[config.mk]
export PLATFORM = sky130hd
export DESIGN_NAME = serial_rx_queue
export DESIGN_NICKNAME = d
export VERILOG_FILES = /design/src/rtl/srx_pkg.sv /design/src/rtl/srx_baud.sv /design/src/rtl/srx_frame.sv /design/src/rtl/srx_queue.sv /design/src/rtl/serial_rx_queue.sv
export SDC_FILE = /design/constraint.sdc
export NUM_CORES = 1
export LEC_CHECK = 0
export ABC_CLOCK_PERIOD_IN_PS = 2800
export BUFFER_PORTS_ARGS = -buffer_cell sky130_fd_sc_hd__buf_4
export CORE_MARGIN = 3
export CORE_UTILIZATION = 60
export CTS_CLUSTER_DIAMETER = 50
export DETAILED_ROUTE_END_ITERATION = 6
export PLACE_DENSITY_LB_ADDON = 0.2
export SYNTH_ARGS = -nofsm -noshare
export SYNTH_HDL_FRONTEND = slang
export SYNTH_HIERARCHICAL = 1
export SYNTH_SLANG_ARGS = --single-unit
[constraint.sdc]
create_clock -name clk -period 2.8 [get_ports clk]
set_input_delay 0.56 -clock clk [delete_from_list [all_inputs] [get_ports clk]]
set_output_delay 0.56 -clock clk [all_outputs]
set_load 0.03 [all_outputs]
[src/rtl/srx_pkg.sv]
package srx_pkg;

  typedef struct packed {
    logic [8:0] data;
    logic       perr;
    logic       ferr;
  } srx_word_t;

  localparam int unsigned WORD_W = $bits(srx_word_t);

  typedef enum logic [2:0] {
    ST_IDLE,
    ST_START,
    ST_DATA,
    ST_PAR,
    ST_STOP
  } srx_state_e;

  function automatic logic parity_mismatch(input logic [7:0] d,
                                           input logic       pbit,
                                           input logic       odd);
    return ((^d) ^ pbit) != odd;
  endfunction

  function automatic logic [3:0] last_bit_index(input logic nine);
    return nine ? 4'd8 : 4'd7;
  endfunction

endpackage

[src/rtl/srx_baud.sv]
module srx_baud #(
  parameter int DIV_W = 16
) (
  input  logic             clk,
  input  logic             rst_n,
  input  logic [DIV_W-1:0] div,
  output logic             tick
);
  logic [DIV_W-1:0] cnt;

  always_ff @(posedge clk or negedge rst_n) begin
    if (!rst_n) begin
      cnt  <= '0;
      tick <= 1'b0;
    end else if (cnt >= div) begin
      cnt  <= '0;
      tick <= 1'b1;
    end else begin
      cnt  <= cnt + 1'b1;
      tick <= 1'b0;
    end
  end

  // with a nonzero divisor, ticks never come back to back
  a_r10_tick_gap: assert property (@(posedge clk) disable iff (!rst_n)
    (tick && div != '0 && $stable(div)) |=> !tick);

endmodule

[src/rtl/srx_frame.sv]
module srx_frame
  import srx_pkg::*;
#(
  parameter int OSR = 16
) (
  input  logic      clk,
  input  logic      rst_n,
  input  logic      tick,
  input  logic      rx_s,
  input  logic      nine_bit,
  input  logic      parity_en,
  input  logic      parity_odd,
  output logic      word_valid,
  output srx_word_t word
);
  localparam int CW = $clog2(OSR);
  localparam logic [CW-1:0] MID_CNT = CW'(OSR / 2 - 1);
  localparam logic [CW-1:0] END_CNT = CW'(OSR - 1);

  srx_state_e     state;
  logic [CW-1:0]  os_cnt;
  logic [3:0]     bit_idx;
  logic [8:0]     shreg;
  logic           pbit;
  logic [8:0]     data_now;

  assign data_now = nine_bit ? shreg : {1'b0, shreg[8:1]};

  always_ff @(posedge clk or negedge rst_n) begin
    if (!rst_n) begin
      state      <= ST_IDLE;
      os_cnt     <= '0;
      bit_idx    <= '0;
      shreg      <= '0;
      pbit       <= 1'b0;
      word_valid <= 1'b0;
      word       <= '0;
    end else begin
      word_valid <= 1'b0;
      if (tick) begin
        case (state)
          ST_IDLE: begin
            os_cnt <= '0;
            if (!rx_s) state <= ST_START;
          end
          ST_START: begin
            if (os_cnt == MID_CNT) begin
              os_cnt  <= '0;
              bit_idx <= '0;
              state   <= rx_s ? ST_IDLE : ST_DATA;
            end else begin
              os_cnt <= os_cnt + 1'b1;
            end
          end
          ST_DATA: begin
            if (os_cnt == END_CNT) begin
              os_cnt  <= '0;
              shreg   <= {rx_s, shreg[8:1]};
              bit_idx <= bit_idx + 1'b1;
              if (bit_idx == last_bit_index(nine_bit))
                state <= (parity_en && !nine_bit) ? ST_PAR : ST_STOP;
            end else begin
              os_cnt <= os_cnt + 1'b1;
            end
          end
          ST_PAR: begin
            if (os_cnt == END_CNT) begin
              os_cnt <= '0;
              pbit   <= rx_s;
              state  <= ST_STOP;
            end else begin
              os_cnt <= os_cnt + 1'b1;
            end
          end
          ST_STOP: begin
            if (os_cnt == END_CNT) begin
              os_cnt     <= '0;
              word_valid <= 1'b1;
              word.data  <= data_now;
              word.perr  <= parity_en && !nine_bit &&
                            parity_mismatch(data_now[7:0], pbit, parity_odd);
              word.ferr  <= !rx_s;
              state      <= ST_IDLE;
            end else begin
              os_cnt <= os_cnt + 1'b1;
            end
          end
          default: state <= ST_IDLE;
        endcase
      end
    end
  end

  // entering the data phase requires a low line at the mid-start sample
  a_r6_start_confirm: assert property (@(posedge clk) disable iff (!rst_n)
    (state == ST_DATA && $past(state) == ST_START) |-> !$past(rx_s));

  // each frame completes with a single-cycle strobe
  a_r1_one_strobe: assert property (@(posedge clk) disable iff (!rst_n)
    word_valid |=> !word_valid);

endmodule

[src/rtl/srx_queue.sv]
module srx_queue #(
  parameter int W     = 11,
  parameter int DEPTH = 4
) (
  input  logic                         clk,
  input  logic                         rst_n,
  input  logic                         push,
  input  logic [W-1:0]                 wdata,
  input  logic                         pop,
  output logic [W-1:0]                 rdata,
  output logic [$clog2(DEPTH+1)-1:0]   count,
  output logic                         full,
  output logic                         empty
);
  localparam int PW = (DEPTH > 1) ? $clog2(DEPTH) : 1;
  localparam int CNT_W = $clog2(DEPTH + 1);

  logic [W-1:0]  mem [DEPTH];
  logic [PW-1:0] wr_ptr, rd_ptr;
  logic          do_push, do_pop;

  function automatic logic [PW-1:0] next_ptr(input logic [PW-1:0] p);
    return (p == PW'(DEPTH - 1)) ? '0 : p + 1'b1;
  endfunction

  assign full    = (count == CNT_W'(DEPTH));
  assign empty   = (count == '0);
  assign do_push = push && !full;
  assign do_pop  = pop && !empty;
  assign rdata   = mem[rd_ptr];

  for (genvar i = 0; i < DEPTH; i++) begin : g_slot
    always_ff @(posedge clk or negedge rst_n) begin
      if (!rst_n)
        mem[i] <= '0;
      else if (do_push && wr_ptr == PW'(i))
        mem[i] <= wdata;
    end
  end

  always_ff @(posedge clk or negedge rst_n) begin
    if (!rst_n) begin
      wr_ptr <= '0;
      rd_ptr <= '0;
      count  <= '0;
    end else begin
      if (do_push) wr_ptr <= next_ptr(wr_ptr);
      if (do_pop)  rd_ptr <= next_ptr(rd_ptr);
      case ({do_push, do_pop})
        2'b10:   count <= count + 1'b1;
        2'b01:   count <= count - 1'b1;
        default: count <= count;
      endcase
    end
  end

  // occupancy never exceeds the depth
  a_r2_no_overflow: assert property (@(posedge clk) disable iff (!rst_n)
    count <= CNT_W'(DEPTH));

  // a pop on an empty queue leaves it empty
  a_r2_pop_empty: assert property (@(posedge clk) disable iff (!rst_n)
    (empty && !push) |=> empty);

endmodule

[src/rtl/serial_rx_queue.sv]
module serial_rx_queue
  import srx_pkg::*;
#(
  parameter int DIV_W = 16,
  parameter int OSR   = 16,
  parameter int DEPTH = 4
) (
  input  logic             clk,
  input  logic             rst_n,
  input  logic             rx_in,
  input  logic [DIV_W-1:0] baud_div,
  input  logic             nine_bit,
  input  logic             parity_en,
  input  logic             parity_odd,
  input  logic             addr_detect,
  input  logic [1:0]       irq_mode,
  input  logic             pop,
  input  logic             clr_overrun,
  output logic [8:0]       head_data,
  output logic             head_perr,
  output logic             head_ferr,
  output logic             data_avail,
  output logic             overrun,
  output logic             irq
);
  localparam int CNT_W = $clog2(DEPTH + 1);

  logic            rx_m, rx_s;
  logic            tick;
  logic            word_valid;
  srx_word_t       word;
  srx_word_t       head;
  logic            addr_drop;
  logic            push_req;
  logic            ovr_event;
  logic            stored_pulse;
  logic [CNT_W-1:0] q_count;
  logic            q_full, q_empty;

  always_ff @(posedge clk or negedge rst_n) begin
    if (!rst_n) begin
      rx_m <= 1'b1;
      rx_s <= 1'b1;
    end else begin
      rx_m <= rx_in;
      rx_s <= rx_m;
    end
  end

  srx_baud #(.DIV_W(DIV_W)) u_baud (
    .clk  (clk),
    .rst_n(rst_n),
    .div  (baud_div),
    .tick (tick)
  );

  srx_frame #(.OSR(OSR)) u_frame (
    .clk       (clk),
    .rst_n     (rst_n),
    .tick      (tick),
    .rx_s      (rx_s),
    .nine_bit  (nine_bit),
    .parity_en (parity_en),
    .parity_odd(parity_odd),
    .word_valid(word_valid),
    .word      (word)
  );

  assign addr_drop = nine_bit && addr_detect && !word.data[8];
  assign push_req  = word_valid && !addr_drop;
  assign ovr_event = push_req && q_full;

  srx_queue #(.W(WORD_W), .DEPTH(DEPTH)) u_queue (
    .clk  (clk),
    .rst_n(rst_n),
    .push (push_req),
    .wdata(word),
    .pop  (pop),
    .rdata(head),
    .count(q_count),
    .full (q_full),
    .empty(q_empty)
  );

  always_ff @(posedge clk or negedge rst_n) begin
    if (!rst_n) begin
      overrun      <= 1'b0;
      stored_pulse <= 1'b0;
    end else begin
      stored_pulse <= push_req && !q_full;
      if (ovr_event)        overrun <= 1'b1;
      else if (clr_overrun) overrun <= 1'b0;
    end
  end

  always_comb begin
    case (irq_mode)
      2'b11:   irq = q_full;
      2'b10:   irq = !q_empty;
      default: irq = stored_pulse;
    endcase
  end

  assign head_data  = head.data;
  assign head_perr  = head.perr;
  assign head_ferr  = head.ferr;
  assign data_avail = !q_empty;

  // a lost character raises the overrun flag
  a_r5_overrun_set: assert property (@(posedge clk) disable iff (!rst_n)
    ovr_event |=> overrun);

  // the flag holds until software clears it
  a_r5_overrun_sticky: assert property (@(posedge clk) disable iff (!rst_n)
    (overrun && !clr_overrun) |=> overrun);

  // a filtered word leaves the occupancy unchanged
  a_r9_addr_drop: assert property (@(posedge clk) disable iff (!rst_n)
    (word_valid && addr_drop && !pop) |=> q_count == $past(q_count));

  // in full-threshold mode the interrupt implies pending data
  a_r7_full_irq: assert property (@(posedge clk) disable iff (!rst_n)
    (irq_mode == 2'b11 && irq) |-> data_avail);

endmodule

== After elaboration in Yosys (flattened, before gate mapping) ==
Index checks and enable logic that the tools add are counted.
Widths: inputs -> output; s select.

* Register bits: 105
* Latch bits: 0
* RAM bits: 0
* Bits in read-only memories: 0
* Bits of input ports: 27
* Output and inout bits: 14
* Logic and storage cells: 120
* Memories: 0

* $add $sub $neg: 7
* $mul: 0
* Divide/modulo/power cells: 0
* Order comparisons: 2
* Equality and inequality tests: 23
* Shift-type cells: 0
* Multiplexer cells: 31
* Bitwise gates (word level): 2
* Reduce and logical (&&, ||, !) cells: 33

{| class="wikitable"
|+ Operators by type and width
! cell !! count
|-
| $bmux 11 s2 || 1
|-
| $mux 11 || 2
|-
| $mux 3 || 7
|-
| $mux 4 || 5
|-
| $add 16x1->16 const B || 1
|-
| $ge 16x16->1 || 1
|-
| $mux 16 || 1
|-
| $pmux 3 s5 || 1
|-
| $eq 2x2->1 const B || 6
|-
| $logic_and 1x1->1 || 12
|-
| $pmux 4 s3 || 1
|-
| $ne 2x1->1 const B || 5
|-
| $mux 9 || 1
|-
| $reduce_and 3->1 || 3
|-
| $add 4x1->4 const B || 2
|-
| $pmux 4 s2 || 1
|-
| $reduce_xor 8->1 || 1
|-
| $reduce_and 7->1 || 1
|-
| $eq 3x2->1 const B || 2
|-
| $eq 3x3->1 const B || 2
|-
| $logic_not 1->1 || 6
|-
| $logic_not 3->1 || 2
|-
| $mux 1 || 6
|-
| $mux 2 || 3
|-
| other kinds (21) || 25
|}

== Depth between registers and ports, before layout ==
Gate-level depths: netlist (run 1).

* Depth in word-level cells: 7
* Gate-level depth with buffers: 9
* Depth with buffers taken out: 9

== Modules after synthesis ==
The synthesis (run 1) kept the hierarchy.

{| class="wikitable"
|+ By module, submodules not included
! module !! instances !! cells an instance !! area an instance (um^2)
|-
| srx_queue || 1 || 148 || 2348.5
|-
| srx_frame || 1 || 154 || 1684.1
|-
| srx_baud || 1 || 131 || 1291.2
|-
| serial_rx_queue || 1 || 15 || 167.7
|}

== Worst setup path after synthesis (run 1) ==
OpenSTA, ideal clock, no wires.

* Kind: input -> register
* From: input baud_div[15]
* To: register u_baud.cnt[10]
* Library setup time: 148 ps
* Arrival: 1989 ps
* Data required time: 2652 ps
* Slack: 663 ps
* Stages on the path: 7
* Buffers on the path: 1
* Cells stage by stage: inv_1 ha_1 nand4_1 or3_4 o31ai_4 buf_6 nor4_2

* Longest elaborated chain between the ends: 2

{| class="wikitable"
|+ Ends and longest elaborated chain
! what !! RTL line !! source
|-
| start, declared || serial_rx_queue.sv:11 || <nowiki>input logic [DIV_W-1:0] baud_div,</nowiki>
|-
| $ge 16x16->1 || srx_baud.sv:15 || <nowiki>end else if (cnt >= div) begin</nowiki>
|-
| $mux 16 || srx_baud.sv:15 ||
|-
| end signal, assigned || srx_baud.sv:19 || <nowiki>cnt <= cnt + 1'b1;</nowiki>
|-
| end, declared || srx_baud.sv:9 || <nowiki>logic [DIV_W-1:0] cnt;</nowiki>
|}

No other way between the ends.
A chain may end at the register's enable or synchronous reset.

== Worst setup path after layout (run 1) ==
* From: register u_baud.cnt[11]
* To: register u_baud.cnt[2]

* Longest elaborated chain between the ends: 2

{| class="wikitable"
|+ Ends and longest elaborated chain
! what !! RTL line
|-
| $ge 16x16->1 || srx_baud.sv:15
|-
| $mux 16 || srx_baud.sv:15
|}

No other way between the ends.

==> results.md, run 1 <==
- Clock network fraction of total power: 23.5%
- CP Data Arrival Time: 2.48 ns
- Startpoint types: flop
- CP Class: flop to flop
- Root buffer cell: clkbuf_8
- Maximum resistive drop on vdd: 0.384 mV
- Vias after detailed routing: 3469
- Register area share after synthesis: 47.9%
- Crit-path cells: ha_1 -> nand4_1 -> or3_4 -> o31ai_4 -> buf_4 -> nor4_1
- Period utilization: 81.0%
- FF+latch count, synth: 105
- YS warnings: 6
- Grt ovf: 0
- Peak Freq: 441 MHz
- Setup bufs post-CTS: 0
- Critical Path Slowest Stage Cell: dfrtp_1
- Post-synth top area share: 46.9%
- Async S/R FF share, synth: 100%
- Hold Path Class: input port to async pin
- GRT Total Usage: 19.9%
- Core Area: 8810 sq um
- First DRT Iteration DRCs: 93
- Slew at the pin closest to its max-slew limit: 0.778 ns
- Number of diodes: 0
- Port bufs: 40
- Largest net degree at the start of global routing: 47
- Most numerous cell in the Yosys netlist: dfrtp_1
- Relative slew margins: 48.2%
- Syn Inst Count: 448
- Worst setup margin: 0.531 ns
- Clk slew on worst S/H paths: 0.10 ns
- Drt first pass iters: 4
- Synth area leader: dfrtp_1
- Row cnt: 34
- Worst Clk Skew: 0.00817 ns
- H-Tree Depth: 3
- DRT Wirelength: 9480 um
- Top cells by count, synth: dfrtp_1 (103), mux2_2 (60), inv_1 (32)
- Share of cells above drive strength 1: 32.3%
- Fin crit period: 2.27 ns
- DRC Markers: 0
- First-pass GRT wire length: 16300 um
- Finished Layout Cells: 606
- Synth Cell Area: 5490 sq um
- Critical-path maximum fanout: 7
- Hold Fails Final Rpt: 0
- Clock Tree Buf Depth: 2
- Placed cell count: 590
- Layout net count: 546
- CTS tree: built
- Status: complete, no violations
- Gate power share: 24.7%
- # fillers: 657
- Leak pwr: 2.93 nW
- Number of global-route vias before repair: 3401
- Sw Share: 33.2%
- Pwr per Cell Area: 609 nW/um^2
- Total CTS buffers: 9
- Clock sinks: 105
- Max cap viols: 0
- Final ANT Viol Nets: 0
- Initial antenna violation count: 0
- Final Setup Violations: 0
- Wire per inst: 15.6 um
- I/O pins: 41
- Worst-skew pair later-pin latency: 0.36 ns
- Die Area: 10300 sq um
- RD Place Congestion: 0.793
- Flop pwr share: 51.8%
- Crit path capture type: flop
- Area grow syn2layout: 11.1%
- Switch Pwr: 1.23 mW
- Main synth FF type: dfrtp_1
- Post-synthesis cell type count: 58
- Die Wd: 102 um
- CP required: 3.01 ns
- Synthesized area per cell: 12.3 sq um
- Internal power: 2.48 mW
- # resized after CTS: 0
- Die H: 102 um
- Syn Nets: 501
- Slowest stage delay, CP: 0.47 ns
- Number of enable flip-flop cells after synthesis: 0
- RSZ-0062 raised after global routing: false
- Final HPWL DP: 6940 um
- Place WS: 0.368 ns
- Vias/cell: 5.72
- Final core occ: 69.3%
- Final TNS setup: 0 ns
- Max-slew violations: 0
- Cts hold-fix bufs: 0
- Initial Util: 62.4%
- Cells taking the most area after synthesis: dfrtp_1 (47%), mux2_2 (12%), ha_1 (5.7%), mux4_2 (4.5%), xnor2_1 (3.7%)
## per-layer routing
| layer | track usage [%] | vias up | wire (um) |
|---|---|---|---|
| met5 | 0 | - | 0 |
| met4 | 4.29 | 0 | 60 |
| met3 | 4.61 | 6 | 374 |
| met2 | 33.9 | 58 | 4680 |
| met1 | 26.2 | 1710 | 4360 |
| li1 | - | 1695 | - |
## per-stage QoR
stage	cell area [sq um]	hold WS (ns)	power, mW
after floorplan	5490	0.264	2.63
after global placement	5910	0.345	2.84
after detailed placement	5910	0.352	2.88
after CTS	6100	0.0321	3.76
after global routing	6100	0.0257	3.96
final	6100	0.0374	3.72
## final timing paths
check,from,to,slack [ns],depth (start not counted)
worst max-delay path,u_baud/cnt[11],u_baud/cnt[2],0.53,6
worst min-delay path,rst_n,u_queue/count[0],0.04,1
worst max register to register,u_baud/cnt[11],u_baud/cnt[2],0.53,6
worst min register to register,rx_m,rx_s,0.36,0
max in group asynchronous,rst_n,u_queue/mem[27],1.96,2
min in group clk,rx_in,rx_m,0.30,1
## registers in the layout (all words and copies together), names as in the netlist
name                flops
u_queue/rd_ptr          2
u_frame/pbit            1
u_frame/shreg           9
u_queue/mem            44
overrun                 1
u_queue/wr_ptr          2
u_baud/tick             1
u_frame/word           11
u_queue/count           3
u_frame/word_valid      1
u_frame/bit_idx         4
rx_s                    1
u_frame/state           3
rx_m                    1
stored_pulse            1
u_frame/os_cnt          4
u_baud/cnt             16
## logic make-up (layout without fill, tap and decap cells)
logic type | Yosys count | after routing | share of synthesized area (%)
flip-flops | 105 | 105 | 47.9
AO/OA/AOI/OAI | 41 | 41 | 5.35
multiplexers | 83 | 83 | 19.0
buffers and inverters | 48 | 98 | 4.08
adder cells (fa/ha/maj) | 26 | 26 | 6.06
XOR/XNOR | 29 | 29 | 4.63
AND/OR/NAND/NOR | 116 | 116 | 13.0
## area by class of cell
| type | count | area [sq um] | share of cell area, % |
|---|---|---|---|
| Timing Repair Buffer | 50 | 388 | 6.36 |
| Clock buffer | 10 | 138 | 2.26 |
| Tap cell | 108 | 135 | 2.22 |
| Multi-Input combinational cell | 295 | 2640 | 43.2 |
| Clock inverter | 6 | 51.3 | 0.841 |
| Inverter | 32 | 120 | 1.97 |
| Sequential cell | 105 | 2630 | 43.1 |
## power groups by stage
stage                     clock network, mW  registers (mW)  logic (mW)
after CTS                             0.907            1.92       0.932
after floorplan                           0            1.84       0.789
after detailed placement                  0            1.95       0.930
final                                 0.874            1.92       0.918
after global placement                    0            1.94       0.897
after global routing                  0.975            1.95        1.04
## cell usage in the layout (no fill, tap or decap), types with 12 or more instances in the layout
cell type and n:
mux2_2 60, ha_1 25, dfrtp_1 103, nor2_1 19, mux2i_1 12, buf_4 49, nand2_1 29, inv_1 32
xnor2_1 23
## critical path: cells and delay by family, from the launching register on
family,cells,cell delay (ns)
flops,1,0.47
buf+inv,1,0.25
compound gates,1,0.38
simple gates,3,0.68
fa+ha+maj,1,0.35
Note: power is estimated with default switching activity, not from simulation.
==> run 2, diff against run 1 <==
ABC_CLOCK_PERIOD_IN_PS = 2100   (was 2800)
clock period = 2.1 ns   (was 2.8 ns; I/O delays follow)
==> run 2 against run 1 <==
Compared with the run above: via count grew 2.4%; register-to-register slack lost 0.42 ns; combinational power grew 59%; wire length grew 2.3%; clock power grew 38%; critical path type is now flop to output port.
==> results.md, run 2 (same netlist as run 1, synthesis figures left out) <==
- Internal power: 3.45 mW
- RSZ-0062 raised after global routing: true
- Most frequent cells in the layout: dfrtp_1 (99), buf_4 (66), mux2_2 (60)
- I/O pins: 41
- Startpoint types: flop
- Die H: 102 um
- Cts hold-fix bufs: 0
- DRC Markers: 0
- Max cap viols: 0
- Placed cell area: 6060 sq um
- Pwr per Cell Area: 821 nW/um^2
- Worst-skew pair later-pin latency: 0.37 ns
- Clock sinks: 105
- Number of global-route vias before repair: 3579
- Leak pwr: 3.05 nW
- Area grow syn2layout: 15.3%
- Setup crit start: u_queue/rd_ptr[0]
- RD Place Congestion: 0.804
- Period utilization: 97.3%
- Grt ovf: 0
- Port bufs: 40
- Max-slew violations: 0
- Final Setup Violations: 0
- Critical-path maximum fanout: 14
- Vias/cell: 5.65
- # fillers: 629
- Worst setup margin: 0.0575 ns
- Wire per inst: 15.4 um
- Die Wd: 102 um
- Vias after detailed routing: 3551
- Worst Clk Skew: 0.0153 ns
- CTS tree: built
- FF-to-FF Start: u_queue/count[0]
- Switch Pwr: 1.75 mW
- Clock Tree Buf Depth: 2
- CP Data Arrival Time: 1.62 ns
- Layout net count: 568
- Slew at the pin closest to its max-slew limit: 0.781 ns
- Final Power: 5.20 mW
- H-Tree Depth: 3
- Largest register FFs: 44
- Hold Path Class: input port to async pin
- Gate power share: 28.2%
- First-pass GRT wire length: 16600 um
- First DRT Iteration DRCs: 134
- Final instance area: 6330 sq um
- CP required: 1.68 ns
- CP Class: flop to output port
- Initial Util: 62.4%
- Total CTS buffers: 9
- Fin crit period: 2.04 ns
- Largest net degree at the start of global routing: 106
- GRT Total Usage: 20.3%
- Initial antenna violation count: 0
- Share of cells above drive strength 1: 36.2%
- Maximum resistive drop on vdd: 0.599 mV
- Final ANT Viol Nets: 0
- Peak Freq: 490 MHz
- Final core occ: 71.9%
- Final HPWL DP: 6940 um
- Crit path capture type: output port
- Root buffer cell: clkbuf_8
- Clock network fraction of total power: 23.2%
- Place WS: -0.0828 ns
- Hold slack: 0.0917 ns
- Sw Share: 33.6%
- Number of diodes: 0
- Largest reg by FF count: u_queue/mem
- Drt first pass iters: 4
- Clk slew on worst S/H paths: 0.11 ns
- DRT Wirelength: 9690 um
- Row cnt: 34
- Commonest non-fill, non-tap cell in the layout: dfrtp_1
- Flop pwr share: 48.6%
- Biggest registers after layout: u_queue/mem x44, u_baud/cnt x16, u_frame/word x11
- Die Area: 10300 sq um
- Status: complete, no violations
- Hold Fails Final Rpt: 0
- Relative slew margins: 47.9%
- Core Area: 8810 sq um
==> run 2: cell count changes in the layout (fill, tap and decap cells not counted), moves of 2 or more <==
cell,previous run,this run
buf_4,49,66
dfrtp_2,0,4
inv_8,0,3
dfrtp_1,103,99
buf_6,0,3
buf_12,1,3
==> run 2: final timing paths <==
kind | slack (ns) | to | cells past startpoint
worst max-delay path | 0.06 | head_perr | 3
worst max register to register | 0.11 | u_queue/count[2] | 8
min in group clk | 0.16 | rx_m | 1
max in group asynchronous | 1.58 | rx_m | 2
worst min-delay path | 0.09 | u_queue/count[0] | 2
worst min register to register | 0.36 | rx_s | 0
==> run 2: timing repair <==
item | CTS | global route
pin swaps | 0 | 2
buffers inserted | 0 | 5
setup endpoints to repair | 8 | 12
gates resized for setup | 1 | 8
cloned | 0 | 0
==> run 2: worst max-delay path, stage by stage (launching register included) <==
cell and delay, ns:
dfrtp_1 0.39, buf_12 0.17, mux4_2 0.52, buf_4 0.19
==> run 2: per-layer routing <==
layer	track usage, %	vias to the layer above	part of all wire (%)
met2	34.8	51	51
met1	26.6	1760	45
li1	-	1734	-
met5	0	-	0
met4	6.24	0	0.92
met3	3.10	6	2.9
==> run 2: area by class of cell <==
cell class	instances	area, sq um	share of cell area (%)
multi-input combinational	295	2660	42.0
sequential	105	2640	41.6
tap	108	135	2.13
clock inverter	7	68.8	1.09
timing repair buffer	72	589	9.31
inverter	32	120	1.90
clock buffer	9	124	1.96
==> run 2: power groups by stage <==
stage | clock, mW | sequential [mW] | combinational [mW]
after floorplan | 0 | 2.46 | 1.05
after global placement | 0 | 2.54 | 1.34
after detailed placement | 0 | 2.56 | 1.41
after CTS | 1.25 | 2.52 | 1.41
after global routing | 1.32 | 2.56 | 1.65
final | 1.21 | 2.53 | 1.46
==> run 2: through the flow <==
| stage | std cells | TNS [ns] |
|---|---|---|
| detailed placement | 607 | -0.967 |
| CTS | 623 | 0 |
| floorplan | 448 | 0 |
| global route | 628 | -0.0263 |
| finish | 628 | 0 |
| global placement | 607 | -0.0434 |
==> run 3, diff against run 2 <==
ABC_AREA = 1   (was not set)
RECOVER_POWER = 50   (was not set)
==> run 3 against run 2 <==
Compared with the run above: combinational power decreased by 71%; final area increased by 1.9%; largest cell class unchanged; synthesized area increased by 7.4%; clock skew decreased by 0.0027 ns; critical path type unchanged; fmax increased by 3.6%.
==> results.md, run 3 <==
- Number of global-route vias before repair: 4816
- Max-slew violations: 0
- Final core occ: 68.5%
- Total CTS buffers: 9
- Clk slew on worst S/H paths: 0.10 ns
- Syn Inst Count: 747
- Syn Nets: 800
- DRC Markers: 0
- Die Area: 11100 sq um
- Register-to-Register Path Depth: 12
- Share of cells above drive strength 1: 14.0%
- Largest net degree at the start of global routing: 106
- Period utilization: 93.9%
- FF-to-FF Start: u_frame/word[10]
- Post-synthesis cell type count: 37
- Final ANT Viol Nets: 0
- First DRT Iteration DRCs: 323
- Pwr per Cell Area: 585 nW/um^2
- Die H: 105 um
- CP Class: flop to output port
- Fin crit period: 1.97 ns
- Crit path depth: 6
- Drt first pass iters: 5
- Switch Pwr: 1.06 mW
- Worst Clk Skew: 0.0126 ns
- Setup crit start: u_queue/count[0]
- CP required: 1.68 ns
- Worst-skew pair later-pin latency: 0.37 ns
- Startpoint types: flop
- CP endpoint: irq
- Relative slew margins: 7.57%
- Port bufs: 40
- Cells taking the most area after synthesis: dfrtp_1 (44%), nand2_1 (15%), inv_1 (6.1%), ha_1 (5.3%), nand4_1 (5.1%)
- Synthesized area per cell: 7.90 sq um
- Number of diodes: 0
- Root buffer cell: clkbuf_8
- Most numerous cell in the Yosys netlist: nand2_1
- Register area share after synthesis: 44.6%
- Area grow syn2layout: 9.29%
- Status: complete, no violations
- Slew at the pin closest to its max-slew limit: 1.39 ns
- Critical Path Slowest Stage Cell: dfrtp_1
- Row cnt: 35
- FF+latch count, synth: 105
- CTS tree: built
- Initial Util: 62.7%
- Internal power: 2.71 mW
- Final TNS setup: 0 ns
- Final Power: 3.77 mW
- Most frequent cells in the layout: nand2_1 (229), dfrtp_1 (101), inv_1 (96)
- Finished Layout Cells: 913
- Top cells by count, synth: nand2_1 (228), dfrtp_1 (103), inv_1 (96)
- Reg-to-reg slack, setup: 0.21 ns
- Hold Path Class: input port to flop
- Async S/R FF share, synth: 100%
- Flop pwr share: 57.8%
- Placed cell count: 896
- Vias after detailed routing: 4968
- YS warnings: 6
- Clock network fraction of total power: 30.9%
- Sw Share: 28.2%
- CP Data Arrival Time: 1.55 ns
- Slowest stage delay, CP: 0.44 ns
- Number of enable flip-flop cells after synthesis: 0
- Main synth FF type: dfrtp_1
- Core Area: 9420 sq um
- Post-synth top area share: 43.7%
- Crit-path cells: nor2_2 -> nand2_1 -> inv_1 -> nand3_1 -> nand3_2 -> buf_4
- I/O pins: 41
- Die Wd: 105 um
- Biggest registers after layout: u_queue/mem x44, u_baud/cnt x16, u_frame/word x11
- Clock Tree Buf Depth: 2
- Largest reg by FF count: u_queue/mem
- Clock sinks: 105
- Leak pwr: 3.40 nW
- Vias/cell: 5.44
- Grt ovf: 0
- Initial antenna violation count: 0
- Synth Cell Area: 5900 sq um
- Gate power share: 11.3%
- Commonest non-fill, non-tap cell in the layout: nand2_1
- Synth area leader: dfrtp_1
- Layout net count: 832
- GRT Total Usage: 24.1%
- Final HPWL DP: 8890 um
- Max cap viols: 0
- Peak Freq: 507 MHz
- Hold Fails Final Rpt: 0
- RSZ-0062 raised after global routing: false
- Final Setup Violations: 0
- Crit path capture type: output port
- H-Tree Depth: 3
- DRT Wirelength: 12700 um
- Critical-path maximum fanout: 3
- RD Place Congestion: 0.863
- Cts hold-fix bufs: 0
- Hold_sp: rx_in
- Wire per inst: 13.9 um
- Maximum resistive drop on vdd: 0.362 mV
- First-pass GRT wire length: 22000 um
- Buf/Inv on CP: 2
- Hold slack: 0.146 ns
- CP delay by family, top: flip-flops
- Largest register FFs: 44
- Reg2reg end: u_queue/count[2]
[run 3: changes by cell type after synthesis, sizes merged, moves of 19 or more]
cell,delta
inv,+68
mux2,-60
nand2,+211
nand3,+19
nand4,+39
nor2,+26
nor4,-20
o21ai,+35
xnor2,-19
[run 3: worst register-to-register path: cells and delay by family (launching register included)]
family                   cells  cell delay, ns
adder cells (fa/ha/maj)      2            0.56
buffers and inverters        3            0.22
flip-flops                   1            0.42
AND/OR/NAND/NOR              7            0.60
[run 3: final cells by class]
type                            count  area [sq um]
Fill cell                         766          2970
Multi-Input combinational cell    510          2680
Sequential cell                   105          2630
Timing Repair Buffer               53           419
Inverter                          100           375
Tap cell                          129           161
Clock buffer                        9           124
Clock inverter                      7          52.6
[run 3: how the worst min path moves through the flow]
stage	endpoint	slack, ns	cells after the start
CTS	u_baud/cnt[1]	0.12	2
global route	rx_m	0.13	1
detailed placement	rx_s	0.35	0
floorplan	overrun	0.12	0
finish	rx_m	0.15	1
global placement	rx_s	0.35	0
[run 3: power by group through the flow]
stage / registers, mW / clock network (mW) / logic, mW
finish: 2.18 / 1.17 / 0.426
detailed placement: 2.22 / 0 / 0.433
floorplan: 2.19 / 0 / 0.292
global placement: 2.21 / 0 / 0.405
global route: 2.19 / 1.27 / 0.499
CTS: 2.18 / 1.19 / 0.435
[run 3: metrics by stage]
| stage | area, sq um | worst slack (ns) |
|---|---|---|
| 6_report | 6450 | 0.128 |
| 5_1_grt | 6450 | 0.0343 |
| 3_3_place_gp | 6280 | 0.269 |
| 3_5_place_dp | 6280 | 0.176 |
| 2_1_floorplan | 5900 | 0.240 |
| 4_1_cts | 6460 | 0.131 |
[run 3: timing repair]
action,CTS,global route
setup buffers,0,1
setup endpoints to repair,11,1
endpoints found under the hold margin,0,0
gates resized for setup,1,1
[run 3: per-layer routing]
layer  vias to the layer above  global-route usage [%]  wire length (um)
met5                         -                       0                 0
met4                         0                    6.56               143
met3                        14                    3.71               693
met2                       150                    40.4              6180
met1                      2334                    32.7              5650
li1                       2470                       -                 -
[run 3: kinds of logic after synthesis]
| family | after synthesis | share of synthesized area (%) |
|---|---|---|
| fa+ha+maj | 26 | 5.64 |
| buf+inv | 132 | 9.90 |
| compound gates | 94 | 9.20 |
| simple gates | 375 | 28.4 |
| flops | 105 | 44.6 |
| xor+xnor | 15 | 2.23 |
